`config.mk`:
```
export PLATFORM = sky130hd
export DESIGN_NAME = vram_xfer_seq
export DESIGN_NICKNAME = d
export VERILOG_FILES = /design/src/rtl/vxs_pkg.sv /design/src/rtl/vxs_decode.sv /design/src/rtl/vxs_addr_walk.sv /design/src/rtl/vxs_word_buf.sv /design/src/rtl/vram_xfer_seq.sv
export SDC_FILE = /design/constraint.sdc
export NUM_CORES = 1
export LEC_CHECK = 0
export BUFFER_PORTS_ARGS = -buffer_cell sky130_fd_sc_hd__buf_2
export CORE_ASPECT_RATIO = 1.75
export CORE_MARGIN = 4
export CORE_UTILIZATION = 50
export CTS_BUF_LIST = sky130_fd_sc_hd__clkbuf_8
export DETAILED_ROUTE_END_ITERATION = 8
export GPL_TIMING_DRIVEN = 0
export HOLD_SLACK_MARGIN = 0.03
export PLACE_DENSITY = 0.79
export SETUP_SLACK_MARGIN = 0.1
export SLEW_MARGIN = 20
export SYNTH_ARGS = -nofsm -noshare
export SYNTH_HDL_FRONTEND = slang
export SYNTH_HIERARCHICAL = 1
export SYNTH_SLANG_ARGS = --single-unit
export TNS_END_PERCENT = 10
```
`constraint.sdc`:
```
create_clock -name clk -period 5.9 [get_ports clk]
set_clock_uncertainty 0.05 [all_clocks]
set_input_delay 1.18 -clock clk [delete_from_list [all_inputs] [get_ports clk]]
set_output_delay 1.18 -clock clk [all_outputs]
set_load 0.005 [all_outputs]
```
`src/rtl/vxs_pkg.sv`:
```
`timescale 1ns/1ps
package vxs_pkg;
  typedef enum logic {
    XFER_WR = 1'b0,
    XFER_RD = 1'b1
  } xfer_dir_e;
endpackage

```
`src/rtl/vxs_decode.sv`:
```
`timescale 1ns/1ps
// Turns the position and size words into start coordinates and extents.
module vxs_decode #(
  parameter int X_BITS = 10,
  parameter int Y_BITS = 9,
  parameter int Y_LSB  = 16,
  parameter int WORD_W = 32
) (
  input  logic [WORD_W-1:0] pos_i,
  input  logic [WORD_W-1:0] size_i,
  output logic [X_BITS-1:0] x0_o,
  output logic [Y_BITS-1:0] y0_o,
  output logic [X_BITS-1:0] wm1_o,
  output logic [Y_BITS:0]   rows_o
);
  logic [Y_BITS-1:0] hm1;

  assign x0_o   = pos_i[X_BITS-1:0];
  assign y0_o   = pos_i[Y_LSB +: Y_BITS];
  // field minus one, wrapping, so a zero field gives the full extent
  assign wm1_o  = size_i[X_BITS-1:0] - X_BITS'(1);
  assign hm1    = size_i[Y_LSB +: Y_BITS] - Y_BITS'(1);
  assign rows_o = {1'b0, hm1} + (Y_BITS+1)'(1);
endmodule

```
`src/rtl/vxs_addr_walk.sv`:
```
`timescale 1ns/1ps
// Holds the walk position inside the rectangle; wraps both axes.
module vxs_addr_walk #(
  parameter int X_BITS = 10,
  parameter int Y_BITS = 9
) (
  input  logic                     clk,
  input  logic                     rst_n,
  input  logic                     load_i,
  input  logic [X_BITS-1:0]        x0_i,
  input  logic [Y_BITS-1:0]        y0_i,
  input  logic [X_BITS-1:0]        wm1_i,
  input  logic [Y_BITS:0]          rows_i,
  input  logic                     step_i,
  output logic [X_BITS+Y_BITS-1:0] addr_o,
  output logic                     last_o
);
  logic [X_BITS-1:0] x0_q, col_q, wm1_q, col_n, x0_n, wm1_n;
  logic [Y_BITS-1:0] y_q, y_n;
  logic [Y_BITS:0]   rows_q, rows_n;
  logic [X_BITS-1:0] xcol;
  logic              row_end, en;

  assign row_end = (col_q == wm1_q);
  assign last_o  = row_end && (rows_q == (Y_BITS+1)'(1));
  assign xcol    = x0_q + col_q;
  assign addr_o  = {y_q, xcol};
  assign en      = load_i | step_i;

  always_comb begin
    x0_n   = x0_q;
    wm1_n  = wm1_q;
    col_n  = col_q;
    y_n    = y_q;
    rows_n = rows_q;
    if (load_i) begin
      x0_n   = x0_i;
      wm1_n  = wm1_i;
      col_n  = '0;
      y_n    = y0_i;
      rows_n = rows_i;
    end else if (step_i) begin
      if (row_end) begin
        col_n  = '0;
        y_n    = y_q + Y_BITS'(1);
        rows_n = rows_q - (Y_BITS+1)'(1);
      end else begin
        col_n  = col_q + X_BITS'(1);
      end
    end
  end

  always_ff @(posedge clk or negedge rst_n) begin
    if (!rst_n) begin
      x0_q   <= '0;
      wm1_q  <= '0;
      col_q  <= '0;
      y_q    <= '0;
      rows_q <= '0;
    end else if (en) begin
      x0_q   <= x0_n;
      wm1_q  <= wm1_n;
      col_q  <= col_n;
      y_q    <= y_n;
      rows_q <= rows_n;
    end
  end
endmodule

```
`src/rtl/vxs_word_buf.sv`:
```
`timescale 1ns/1ps
// One host word split into pixel lanes: unpacked on writes, packed on reads.
module vxs_word_buf #(
  parameter int PIX_W  = 16,
  parameter int WORD_W = 32
) (
  input  logic              clk,
  input  logic              rst_n,
  input  logic              flush_i,
  input  logic              load_i,
  input  logic [WORD_W-1:0] load_word_i,
  input  logic              fill_i,
  input  logic [PIX_W-1:0]  fill_pix_i,
  input  logic              drain_i,
  input  logic              take_i,
  input  logic              last_i,
  output logic              full_o,
  output logic [WORD_W-1:0] word_o,
  output logic [PIX_W-1:0]  lane_o
);
  localparam int LANES = WORD_W / PIX_W;
  localparam int IDX_W = (LANES > 1) ? $clog2(LANES) : 1;

  logic [WORD_W-1:0] word_q, word_n;
  logic [IDX_W-1:0]  idx_q, idx_n;
  logic              full_q, full_n;
  logic              close, en;

  assign close  = (idx_q == IDX_W'(LANES-1)) | last_i;
  assign full_o = full_q;
  assign word_o = word_q;
  assign lane_o = word_q[idx_q*PIX_W +: PIX_W];
  assign en     = flush_i | load_i | fill_i | drain_i | take_i;

  always_comb begin
    word_n = word_q;
    full_n = full_q;
    idx_n  = idx_q;
    if (flush_i) begin
      full_n = 1'b0;
      idx_n  = '0;
    end else if (load_i) begin
      word_n = load_word_i;
      full_n = 1'b1;
      idx_n  = '0;
    end else if (fill_i) begin
      for (int l = 0; l < LANES; l++) begin
        if (IDX_W'(l) == idx_q)
          word_n[l*PIX_W +: PIX_W] = fill_pix_i;
        else if (idx_q == '0)
          word_n[l*PIX_W +: PIX_W] = '0;
      end
      if (close) begin
        full_n = 1'b1;
        idx_n  = '0;
      end else begin
        idx_n  = idx_q + IDX_W'(1);
      end
    end else if (drain_i) begin
      if (close) begin
        full_n = 1'b0;
        idx_n  = '0;
      end else begin
        idx_n  = idx_q + IDX_W'(1);
      end
    end else if (take_i) begin
      full_n = 1'b0;
    end
  end

  always_ff @(posedge clk or negedge rst_n) begin
    if (!rst_n) begin
      word_q <= '0;
      full_q <= 1'b0;
      idx_q  <= '0;
    end else if (en) begin
      word_q <= word_n;
      full_q <= full_n;
      idx_q  <= idx_n;
    end
  end
endmodule

```
`src/rtl/vram_xfer_seq.sv`:
```
`timescale 1ns/1ps
module vram_xfer_seq
  import vxs_pkg::*;
#(
  parameter int X_BITS = 10,
  parameter int Y_BITS = 9,
  parameter int Y_LSB  = 16,
  parameter int PIX_W  = 16,
  parameter int WORD_W = 32
) (
  input  logic                     clk,
  input  logic                     rst_n,
  input  logic                     start_i,
  input  logic [WORD_W-1:0]        pos_i,
  input  logic [WORD_W-1:0]        size_i,
  input  logic                     read_i,
  input  logic                     mask_set_i,
  input  logic                     host_wvalid_i,
  input  logic [WORD_W-1:0]        host_wdata_i,
  output logic                     host_wready_o,
  output logic                     host_rvalid_o,
  output logic [WORD_W-1:0]        host_rdata_o,
  input  logic                     host_rready_i,
  output logic [X_BITS+Y_BITS-1:0] pix_addr_o,
  output logic [PIX_W-1:0]         pix_wdata_o,
  output logic                     pix_we_o,
  input  logic [PIX_W-1:0]         pix_rdata_i,
  output logic                     busy_o,
  output logic                     done_o,
  output logic                     img_ready_o,
  output logic                     restart_o
);
  localparam logic [PIX_W-1:0] MASK_BIT = PIX_W'(1) << (PIX_W-1);

  // reset: asserted at once, released on the clock
  logic [1:0] rst_sync_q;
  logic       rst_core_n;
  always_ff @(posedge clk or negedge rst_n) begin
    if (!rst_n) rst_sync_q <= '0;
    else        rst_sync_q <= {rst_sync_q[0], 1'b1};
  end
  assign rst_core_n = rst_sync_q[1];

  logic [X_BITS-1:0] dec_x0, dec_wm1;
  logic [Y_BITS-1:0] dec_y0;
  logic [Y_BITS:0]   dec_rows;

  vxs_decode #(
    .X_BITS(X_BITS), .Y_BITS(Y_BITS), .Y_LSB(Y_LSB), .WORD_W(WORD_W)
  ) u_decode (
    .pos_i (pos_i),
    .size_i(size_i),
    .x0_o  (dec_x0),
    .y0_o  (dec_y0),
    .wm1_o (dec_wm1),
    .rows_o(dec_rows)
  );

  xfer_dir_e dir_q, dir_n;
  logic active_q, active_n;
  logic mask_q, mask_n;
  logic img_q, img_n;
  logic done_q, done_n;
  logic restart_q, restart_n;
  logic step, last, buf_full, is_rd, state_en;
  logic [PIX_W-1:0] lane_pix;

  assign is_rd = (dir_q == XFER_RD);
  assign step  = active_q & ~start_i & (is_rd ? ~buf_full : buf_full);

  vxs_addr_walk #(.X_BITS(X_BITS), .Y_BITS(Y_BITS)) u_walk (
    .clk   (clk),
    .rst_n (rst_core_n),
    .load_i(start_i),
    .x0_i  (dec_x0),
    .y0_i  (dec_y0),
    .wm1_i (dec_wm1),
    .rows_i(dec_rows),
    .step_i(step),
    .addr_o(pix_addr_o),
    .last_o(last)
  );

  vxs_word_buf #(.PIX_W(PIX_W), .WORD_W(WORD_W)) u_buf (
    .clk        (clk),
    .rst_n      (rst_core_n),
    .flush_i    (start_i),
    .load_i     (host_wvalid_i & host_wready_o),
    .load_word_i(host_wdata_i),
    .fill_i     (step & is_rd),
    .fill_pix_i (pix_rdata_i),
    .drain_i    (step & ~is_rd),
    .take_i     (host_rvalid_o & host_rready_i),
    .last_i     (last),
    .full_o     (buf_full),
    .word_o     (host_rdata_o),
    .lane_o     (lane_pix)
  );

  assign host_wready_o = active_q & ~is_rd & ~buf_full & ~start_i;
  assign host_rvalid_o = is_rd & buf_full;
  assign pix_we_o      = step & ~is_rd;
  assign pix_wdata_o   = mask_q ? (lane_pix | MASK_BIT) : lane_pix;
  assign busy_o        = active_q | buf_full;
  assign done_o        = done_q;
  assign img_ready_o   = img_q;
  assign restart_o     = restart_q;

  always_comb begin
    active_n  = active_q;
    dir_n     = dir_q;
    mask_n    = mask_q;
    img_n     = img_q;
    done_n    = step & last;
    restart_n = 1'b0;
    if (start_i) begin
      active_n  = 1'b1;
      dir_n     = read_i ? XFER_RD : XFER_WR;
      mask_n    = mask_set_i;
      img_n     = read_i;
      restart_n = busy_o;
    end else if (step && last) begin
      active_n  = 1'b0;
      img_n     = 1'b0;
    end
  end

  assign state_en = start_i | step | done_q | restart_q;

  always_ff @(posedge clk or negedge rst_core_n) begin
    if (!rst_core_n) begin
      active_q  <= 1'b0;
      dir_q     <= XFER_WR;
      mask_q    <= 1'b0;
      img_q     <= 1'b0;
      done_q    <= 1'b0;
      restart_q <= 1'b0;
    end else if (state_en) begin
      active_q  <= active_n;
      dir_q     <= dir_n;
      mask_q    <= mask_n;
      img_q     <= img_n;
      done_q    <= done_n;
      restart_q <= restart_n;
    end
  end
endmodule

```
==> flow_summary.rst <==
.. list-table::
   :header-rows: 1

   * - Metric
     - Value
   * - Transition at the pin with the smallest max-transition slack
     - 0.816 ns
   * - Filler cells
     - 992
   * - First-pass GRT wire length
     - 26.4 mm
   * - End of the worst register-to-register path
     - u_buf/full_o
   * - Startpoint types
     - flop
   * - Number of hold violations in the final report
     - 0
   * - Antenna diodes
     - 0
   * - Proportion of register bits with asynchronous set or reset after synthesis
     - 100%
   * - Number of nets in the finished design
     - 902
   * - Starting density of the core
     - 51.5%
   * - Global-route total usage across every layer
     - 23.2%
   * - Post-cts repair resize count
     - 0
   * - Post-synthesis net count
     - 746
   * - Family with the most delay on the worst path
     - compound AO/OA/AOI/OAI gates
   * - Number of instances in the synthesized netlist
     - 609
   * - Buf+Inv Stages, Crit Path
     - 2
   * - Area of the mapped netlist
     - 6030 um2
   * - Core outline area
     - 11700 um2
   * - Die footprint
     - 14000 um2
   * - CP peak stage delay
     - 0.48 ns
   * - Path depth of the worst reg2reg path
     - 7
   * - Sinks on Clock Net
     - 91
   * - Maximum number of buffers from clock root to sink
     - 2
   * - Cell variety after synth
     - 63
   * - Worst hold slack
     - 0.313 ns
   * - Setup Buffers After CTS
     - 0
   * - Number of buffers created by CTS
     - 9
   * - Largest net degree at the start of global routing
     - 55
   * - Predominant post-synthesis flop cell
     - dfrtp_1
   * - Total congestion overflow after global routing
     - 0
   * - Type of the setup path with the least slack
     - reg -> out
   * - Die W
     - 91.0 um
   * - Portion of synthesized cell area occupied by the leading cell type
     - 37.7%
   * - Count of flip-flops with a built-in enable after synthesis
     - 0
   * - Number of DRC markers in iteration 0
     - 273
   * - Max capacitance violation total
     - 0
   * - Clk_lat worst skew
     - 0.36 ns
   * - CTS Root Buffer Type
     - clkbuf_8
   * - Most instantiated cells after synthesis
     - dfrtp_1, mux2_2, nand2_1, nor2_1, xor2_1
   * - Worst vdd rail ir drop
     - 0.000106 V
   * - Count of standard-cell rows
     - 52
   * - Post-route clock period utilization
     - 64.4%
   * - Number of buffer cells added on primary ports
     - 144
   * - Y dimension of the die
     - 153 um
   * - Final critical path time including I/O delays and setup
     - 3.80 ns
   * - Crit. Startpoint
     - u_walk/col_q[0]
   * - Layout cells sized above 1
     - 35.8%
   * - Mean number of vias per cell
     - 5.71
   * - Number of antenna violations at the first check in global routing
     - 0
   * - Cell count along the critical path
     - 9
   * - Slew Limit Fails
     - 0
   * - Area growth from synthesis to layout
     - 17.9%
   * - Data required time of the worst path
     - 4.67 ns
   * - Run status
     - finished clean
   * - R2R Path Start
     - u_walk/col_q[4]
   * - Wirelength, routed
     - 15.9 mm
   * - DR vias
     - 5165
   * - Ys Warns
     - 6
   * - Number of flip-flops and latches in the synthesized netlist
     - 91
   * - Multi-input gate area
     - 3360 um2
   * - Peak fanout along the critical path
     - 6
   * - Synth area leaders
     - dfrtp_1, mux2_2, xor2_1, ha_1, a22oi_1
   * - Most used standard cell by instance count after synthesis
     - dfrtp_1
   * - Critical path cell sequence
     - ha_1 > inv_1 > fa_1 > nor2b_1 > o21a_1 > o2111ai_1 > a211o_1 > o311ai_1 > buf_2
   * - Global placement routability congestion
     - 0.892
   * - Register cell area after layout
     - 2280 um2
   * - Average routed wire per standard cell
     - 17.6 um
   * - Reported leakage power
     - 0.00331 uW
   * - Number of hold-repair buffers added at the cts stage
     - 0
   * - Portion of the post-synthesis area used by sequential elements
     - 37.7%
   * - Setup TNS
     - 0 ns
   * - Number of placed instances with taps included
     - 889
   * - DRC violation count after routing
     - 0
   * - Worst max-slew margin expressed relative to the limit
     - 44.9%
   * - Post-synthesis average cell area
     - 9.91 um2
   * - Minimum setup slack among reg-to-reg paths
     - 2.98 ns
   * - Worst min-delay path class
     - reg -> reg
   * - Vias in the first global route
     - 5334
   * - Top-level port count
     - 193
   * - Non-filler instance count after layout
     - 905
   * - TritonCTS clock tree
     - done
   * - Slowest library cell on the worst path
     - dfrtp_1
   * - Kind of end point of the critical path
     - output pin
   * - Number of search-and-repair iterations in the first detailed-routing pass
     - 4
   * - Final setup violation count
     - 0
   * - PwrDens
     - 254 nW/um2
   * - HPWL after detailed placement
     - 12.8 mm
   * - Maximum level of the CTS H-tree
     - 3
   * - Worst endpoint data arrival time
     - 2.57 ns
   * - Leading area contributor after synthesis
     - dfrtp_1
   * - Post-route ant nets
     - 0
   * - Clock Pin Slew Worst Setup and Hold Paths
     - 0.09 ns
   * - Max frequency
     - 263 MHz
   * - RSZ-0062 raised after global routing
     - false
   * - Capturing instance or port of the critical path
     - pix_addr_o[8]
how the worst min path moves through the flow:
stage,slack [ns],end,cells after the start,from
finish,0.31,rst_sync_q[1],0,rst_sync_q[0]
global route,0.34,rst_sync_q[1],0,rst_sync_q[0]
CTS,0.32,rst_sync_q[1],0,rst_sync_q[0]
detailed placement,0.30,rst_sync_q[1],0,rst_sync_q[0]
global placement,0.29,rst_sync_q[1],0,rst_sync_q[0]
floorplan,0.28,rst_sync_q[1],0,rst_sync_q[0]
where the power goes:
group | switching, uW | internal, uW | total, uW
Sequential | 103 | 736 | 838
Clock | 221 | 152 | 372
Combinational | 281 | 319 | 600
registers in the layout, indices dropped and copies added, names as in the netlist:
name / cells
img_ready_o: 1
u_buf/word_o: 32
u_walk/wm1_q: 10
rst_sync_q: 2
u_walk/col_q: 10
u_walk/rows_q: 10
done_o: 1
dir_q: 1
restart_o: 1
active_q: 1
u_walk/y_q: 9
u_buf/idx_q: 1
u_walk/x0_q: 10
mask_q: 1
u_buf/full_o: 1
cell usage in the layout (no fill, tap or decap), drive strengths merged, types with 17 or more instances in the layout:
cell type  instances
nand2             49
o21ai             29
clkbuf            24
a22oi             27
inv               28
xor2              28
buf              180
ha                17
dfrtp             91
mux2              71
xnor2             17
nand3             17
nor2              29
stage by stage:
stage                     total power, uW  util (%)  setup slack [ns]  area (um2)
after floorplan                      1180         -              2.85        6030
after global placement               1420      59.1              2.17        6920
after detailed placement             1450      59.3              2.51        6950
after CTS                            1830      60.8              2.10        7120
after global routing                 1930      60.8              1.98        7120
final                                1810      60.8              2.10        7120
kinds of logic (layout without fill, tap and decap cells):
family,count (synthesis),after routing,share of synthesized area (%)
AOI/OAI and AO/OA,97,97,10.8
buffers and inverters,75,236,6.63
DFF,91,91,37.7
xor gates and xnor gates,45,45,6.53
other,1,1,0.0621
muxes,87,87,15.9
and+or+nand+nor,195,195,18.4
adders and majority gates,18,18,3.86
routing by layer:
layer / share of wire (%) / GRT usage, % / up-vias / wire length, um
met5: 0 / 0 / - / 0
met4: 2.4 / 8.92 / 0 / 385
met3: 6.3 / 4.43 / 26 / 1000
met2: 54 / 44.4 / 210 / 8670
met1: 37 / 24.5 / 2463 / 5870
li1: - / - / 2466 / -
area by class of cell:
type | count | share of cell area [%]
Buffer | 50 | 4.31
Sequential cell | 91 | 32.0
Multi-Input combinational cell | 443 | 47.2
Clock inverter | 7 | 0.633
Clock buffer | 9 | 1.74
Timing Repair Buffer | 145 | 10.4
Inverter | 25 | 1.32
Tap cell | 135 | 2.37
No activity file was read; power rests on OpenSTA's default activity.
